===== config.mk =====
export PLATFORM = sky130hd
export DESIGN_NAME = fpu_interlock
export DESIGN_NICKNAME = d
export VERILOG_FILES = /design/src/rtl/fpu_interlock_pkg.sv /design/src/rtl/fpu_sync.sv /design/src/rtl/fpu_issue_gate.sv /design/src/rtl/fpu_xfer_ctl.sv /design/src/rtl/fpu_selftest_latch.sv /design/src/rtl/fpu_interlock.sv
export SDC_FILE = /design/constraint.sdc
export NUM_CORES = 1
export LEC_CHECK = 0
export BUFFER_PORTS_ARGS = -buffer_cell sky130_fd_sc_hd__buf_4
export CAP_MARGIN = 20
export CORE_MARGIN = 2
export CORE_UTILIZATION = 35
export DETAILED_ROUTE_END_ITERATION = 16
export PLACE_DENSITY = 0.66
export SETUP_SLACK_MARGIN = 0.4
export SYNTH_ARGS = -nofsm -noshare
export SYNTH_HDL_FRONTEND = slang
export SYNTH_SLANG_ARGS = --single-unit

===== constraint.sdc =====
create_clock -name clk -period 2.9 [get_ports clk]
set_input_delay 0.145 -clock clk [delete_from_list [all_inputs] [get_ports clk]]
set_output_delay 0.145 -clock clk [all_outputs]
set_load 0.005 [all_outputs]

===== src/rtl/fpu_interlock_pkg.sv =====
package fpu_interlock_pkg;
   typedef enum logic [1:0] {
      CLS_INT   = 2'd0,
      CLS_STACK = 2'd1,
      CLS_WAIT  = 2'd2,
      CLS_INIT  = 2'd3
   } insn_cls_e;
endpackage


===== src/rtl/fpu_sync.sv =====
module fpu_sync #(
   parameter int STAGES = 2
) (
   input  logic clk,
   input  logic d_i,
   output logic q_o
);
   generate
      if (STAGES < 2) begin : g_bad
         $error("fpu_sync: STAGES must be at least 2");
      end
   endgenerate

   logic [STAGES-1:0] chain_q;

   always_ff @(posedge clk) begin
      chain_q <= {chain_q[STAGES-2:0], d_i};
   end

   assign q_o = chain_q[STAGES-1];
endmodule


===== src/rtl/fpu_issue_gate.sv =====
module fpu_issue_gate
   import fpu_interlock_pkg::*;
#(
   parameter int ADDR_W = 32
) (
   input  logic              clk,
   input  logic              rst,
   input  logic              valid_i,
   input  insn_cls_e         cls_i,
   input  logic              dir_i,
   input  logic [ADDR_W-1:0] addr_i,
   input  logic              busy_s_i,
   output logic              stall_o,
   output logic              op_dir_o,
   output logic [ADDR_W-1:0] op_addr_o
);
   logic needs_idle;
   logic issue_stack;

   always_comb begin
      unique case (cls_i)
         CLS_STACK, CLS_WAIT: needs_idle = 1'b1;
         default:             needs_idle = 1'b0;
      endcase
   end

   assign stall_o     = !rst && valid_i && needs_idle && busy_s_i;
   assign issue_stack = valid_i && (cls_i == CLS_STACK) && !stall_o;

   always_ff @(posedge clk) begin
      if (rst) begin
         op_dir_o  <= 1'b0;
         op_addr_o <= '0;
      end else if (issue_stack) begin
         op_dir_o  <= dir_i;
         op_addr_o <= addr_i;
      end
   end

   // a stall is only ever raised on a synchronized busy
   a_r1_stall_needs_busy: assert property (@(posedge clk) disable iff (rst)
      stall_o |-> busy_s_i);
   // init/clear-exception is exempt from the busy wait
   a_r2_init_bypass: assert property (@(posedge clk) disable iff (rst)
      (valid_i && cls_i == CLS_INIT) |-> !stall_o);
   // a stalled dispatch must not disturb the stored operand
   a_r5_stalled_keeps_op: assert property (@(posedge clk) disable iff (rst)
      stall_o |=> $stable(op_addr_o));
endmodule


===== src/rtl/fpu_xfer_ctl.sv =====
module fpu_xfer_ctl (
   input  logic clk,
   input  logic rst,
   input  logic preq_s_i,
   input  logic done_i,
   input  logic size16_i,
   output logic start_o,
   output logic force32_o,
   output logic size_err_o
);
   logic open_q;
   logic err_q;

   assign start_o   = !rst && preq_s_i && !open_q;
   assign force32_o = open_q;
   assign size_err_o = err_q;

   always_ff @(posedge clk) begin
      if (rst) begin
         open_q <= 1'b0;
         err_q  <= 1'b0;
      end else begin
         if (start_o)     open_q <= 1'b1;
         else if (done_i) open_q <= 1'b0;
         err_q <= open_q && size16_i;
      end
   end

   // a start always opens a transfer on the next cycle
   a_r6_start_opens: assert property (@(posedge clk) disable iff (rst)
      start_o |=> force32_o);
   // no second start while a transfer is open
   a_r7_no_restart: assert property (@(posedge clk) disable iff (rst)
      force32_o |-> !start_o);
   // 16-bit sizing inside a transfer is flagged one cycle later
   a_r8_size_flag: assert property (@(posedge clk) disable iff (rst)
      (force32_o && size16_i) |=> size_err_o);
endmodule


===== src/rtl/fpu_selftest_latch.sv =====
module fpu_selftest_latch (
   input  logic clk,
   input  logic rst,
   input  logic busy_s_i,
   output logic selftest_o
);
   logic run_q;
   logic st_q;

   always_ff @(posedge clk) begin
      if (rst) begin
         st_q  <= !busy_s_i;
         run_q <= 1'b0;
      end else begin
         run_q <= 1'b1;
      end
   end

   assign selftest_o = st_q;

   // after reset the self-test choice never moves
   a_r4_selftest_held: assert property (@(posedge clk) disable iff (rst)
      run_q |=> $stable(selftest_o));
endmodule


===== src/rtl/fpu_interlock.sv =====
module fpu_interlock
   import fpu_interlock_pkg::*;
#(
   parameter int ADDR_W      = 32,
   parameter int SYNC_STAGES = 2
) (
   input  logic              clk,
   input  logic              rst,
   input  logic              dispatch_valid_i,
   input  logic [1:0]        dispatch_class_i,
   input  logic              dispatch_dir_i,
   input  logic [ADDR_W-1:0] dispatch_addr_i,
   input  logic              busy_i,
   input  logic              preq_i,
   input  logic              xfer_done_i,
   input  logic              size16_i,
   output logic              stall_o,
   output logic              xfer_start_o,
   output logic              xfer_dir_o,
   output logic [ADDR_W-1:0] xfer_addr_o,
   output logic              force32_o,
   output logic              size_err_o,
   output logic              selftest_o
);
   generate
      if (ADDR_W < 1) begin : g_bad_addr
         $error("fpu_interlock: ADDR_W must be positive");
      end
   endgenerate

   logic busy_s;
   logic preq_s;

   fpu_sync #(.STAGES(SYNC_STAGES)) i_busy_sync (
      .clk (clk), .d_i(busy_i), .q_o(busy_s));

   fpu_sync #(.STAGES(SYNC_STAGES)) i_preq_sync (
      .clk (clk), .d_i(preq_i), .q_o(preq_s));

   fpu_issue_gate #(.ADDR_W(ADDR_W)) i_gate (
      .clk      (clk),
      .rst      (rst),
      .valid_i  (dispatch_valid_i),
      .cls_i    (insn_cls_e'(dispatch_class_i)),
      .dir_i    (dispatch_dir_i),
      .addr_i   (dispatch_addr_i),
      .busy_s_i (busy_s),
      .stall_o  (stall_o),
      .op_dir_o (xfer_dir_o),
      .op_addr_o(xfer_addr_o)
   );

   fpu_xfer_ctl i_xfer (
      .clk       (clk),
      .rst       (rst),
      .preq_s_i  (preq_s),
      .done_i    (xfer_done_i),
      .size16_i  (size16_i),
      .start_o   (xfer_start_o),
      .force32_o (force32_o),
      .size_err_o(size_err_o)
   );

   fpu_selftest_latch i_st (
      .clk       (clk),
      .rst       (rst),
      .busy_s_i  (busy_s),
      .selftest_o(selftest_o)
   );

   // integer instructions and idle slots never stall
   a_r3_no_int_stall: assert property (@(posedge clk) disable iff (rst)
      (!dispatch_valid_i || dispatch_class_i == 2'd0) |-> !stall_o);
endmodule


==> impl_results.md <==
- Status: complete, no violations
- Via density: 4.229
- Register area share after synthesis: 47.09%
- Post-synthesis adder-cell area fraction: 0.7267%
- Clk sinks: 40
- Syn-to-layout area delta: 40.41%
- Core Rows: 25
- Mapped Cells: 160
- Critical path type: reg2reg
- DRC: 0
- Synth Register Bits: 40
- Number of routed nets with antenna violations: 0
- Initial antenna violation count: 0
- Endpoints failing setup: 0
- Hold Path Class: in2reg
- Normalized max-slew margin: 67.24%
- Dpl hpwl: 2545 um
- CTS Buf Count: 5
- Layout cells sized above 1: 37.66%
- Largest area contributor in the netlist: dfxtp_1
- GRT Residual Overflow: 0
- Fin crit period: 1.489 ns
- Largest family of logic cells by synthesized area: simple AND/OR/NAND/NOR gates
- Critical path peak fanout: 26
- Cell Area, Synth: 1722 um2
- Most frequent cells in the layout: 80 x buf_4, 66 x nand2b_1, 39 x dfxtp_1
- DRT iter0 DRCs: 63
- Min Hold Slack: 0.03396 ns
- Arrival time worst endpoint: between 1.5 and 2 ns
- Final GP Congestion: between 0.7 and 0.8
- Post-synthesis simple-gate area fraction: between 20% and 30%
- Die ar.: 5496 um2
- First-pass GRT wire length: 5568 um
- PwrDens: 459.9 nW/um2
- Layout fillers: roughly 450
- Starting Density: between 30% and 40%
- Unrepaired setup endpoints after global routing: false
- Max-cap violation count: 0
- Peak VDD IR: about 0.00025 V
- Final hold violation count: 0
- Total track usage: 13.31%
- Synth Area in Compound Gates: 1.017%
- Fin nets: 281
- WHS Path Cells: 2
- Synth Net Count: 203
- Avg WL per Cell: around 12 um
- Latest clock arrival within the worst-skew pair: approximately 0.29 ns
- Via count: 1294
- N_diodes: 0
- Most common cell after layout, fill and taps aside: buf_4
- CP startpoint kind: flop
- Skew final: 0.003279 ns
- Clk root buf: clkbuf_8
- Avg Inst Size Synth: 10.76 um2
- Die H: ~74 um
- Slew @ Worst Pin: 0.4915 ns
- Clock slew at the register clock pins of the worst setup and hold paths: 0.08 ns
- DIE WIDTH: 74.14 um
- Final WL: 3680 um
- Crit. End Element: flop
- CP required: 3.06 ns
- Buffers added on ports: roughly 80
- F_max: 671.4 MHz
- Post-synth top area share: 45.35%
- R2R setup slack: 1.41 ns
- CTS tree: done
- CTS resizes: 0
- Number of global-route vias before repair: 1208
- Leak: 1.037 nW
- Pin count of the biggest net entering global routing: 73
- Period utilization: between 50% and 60%
- Final max-slew violation count: 0
- Final setup TNS: 0 ns
- Worst Reg-to-Reg Cells: 4
- Xor/xnor share of the synthesized area: 0%
- Synth unique cells: 17
- Core area: around 4700 um2
- H-tree levels: 2
- Dominant cells by area after synthesis: dfxtp_1 45%, nand2b_1 24%, mux2i_1 19%, buf_12 3.5%, edfxtp_1 1.7%
- Mux cell area share after synthesis: between 10% and 20%
- Drt first pass iters: 4
- Ports: 80
- Yosys warnings: 0
- Max clock buf depth: 2
[worst max-delay path: stages (launching register included)]
cell and delay, ns:
dfxtp_1 0.33, inv_2 0.05, o311a_2 0.50, buf_4 0.31, mux2i_1 0.17
[cell families (layout without fill, tap and decap cells)]
logic type,count (synthesis),in the layout
simple gates,71,71
flops,40,40
mux,33,33
buf+inv,13,92
compound gates,2,2
fa+ha+maj,1,1
[path summary, 6_finish.rpt]
kind                                              from                endpoint
worst max-delay path            i_busy_sync.chain_q[1]    i_gate.op_addr_o[20]
worst min-delay path                       xfer_done_i        i_xfer.force32_o
worst max register to register  i_busy_sync.chain_q[1]    i_gate.op_addr_o[20]
worst min register to register  i_busy_sync.chain_q[0]  i_busy_sync.chain_q[1]
[sequential cells by signal, indices dropped and copies added, names as in the netlist]
name                 count
i_gate.op_addr_o        32
i_busy_sync.chain_q      2
i_preq_sync.chain_q      2
i_gate.op_dir_o          1
i_st.selftest_o          1
i_xfer.force32_o         1
i_xfer.size_err_o        1
[layer usage]
layer  GRT usage, %  part of all wire [%]  vias to the layer above
met2          20.54                    45                       39
met3          2.575                   6.5                        8
met5              0                     0                        -
li1               -                     -                      670
met1          17.78                    46                      577
met4          6.667                   2.0                        0
[final cells by class]
type / count / area, um2 / share of cell area (%)
Inverter: 2 / 7.507 / 0.3106
Tap cell: 67 / 83.83 / 3.468
Clock inverter: 2 / 10.01 / 0.4141
Timing Repair Buffer: 82 / 620.6 / 25.67
Sequential cell: 40 / 810.8 / 33.54
Clock buffer: 6 / 82.58 / 3.416
Multi-Input combinational cell: 107 / 802.0 / 33.18
[report_power, final]
part	internal, mW	switching (mW)	leakage (nW)
clock network	0.190	0.193	0.0510
logic	0.0937	0.0516	0.659
registers	0.572	0.0114	0.328
total	0.856	0.256	1.04
[stage by stage]
stage	area [um2]	cells	power, mW	worst slack [ns]	util [%]
4_1_cts	2417	306	1.125	1.403	51.18
2_1_floorplan	1722	160	0.6658	1.659	-
3_5_place_dp	2305	296	0.7410	1.145	48.79
5_1_grt	2417	306	1.158	1.303	51.18
6_report	2417	306	1.112	1.411	51.18
3_3_place_gp	2305	296	0.7404	1.159	48.79
[synth_stat cells (all sizes together)]
library cell and instances:
clkbuf 6, a211oi 1, dlygate4sd1 1, nand2 1, o311a 1, nand2b 66
mux2i 33, inv 2, buf 4, nor2 2, ha 1, dfxtp 39
edfxtp 1, nor3b 1, nor4b 1
[what timing repair did]
item,4_1_cts,5_1_grt
buffers inserted,0,0
hold endpoints to repair,2,0
hold buffers,2,0
Power figures use the tool's default switching activity.
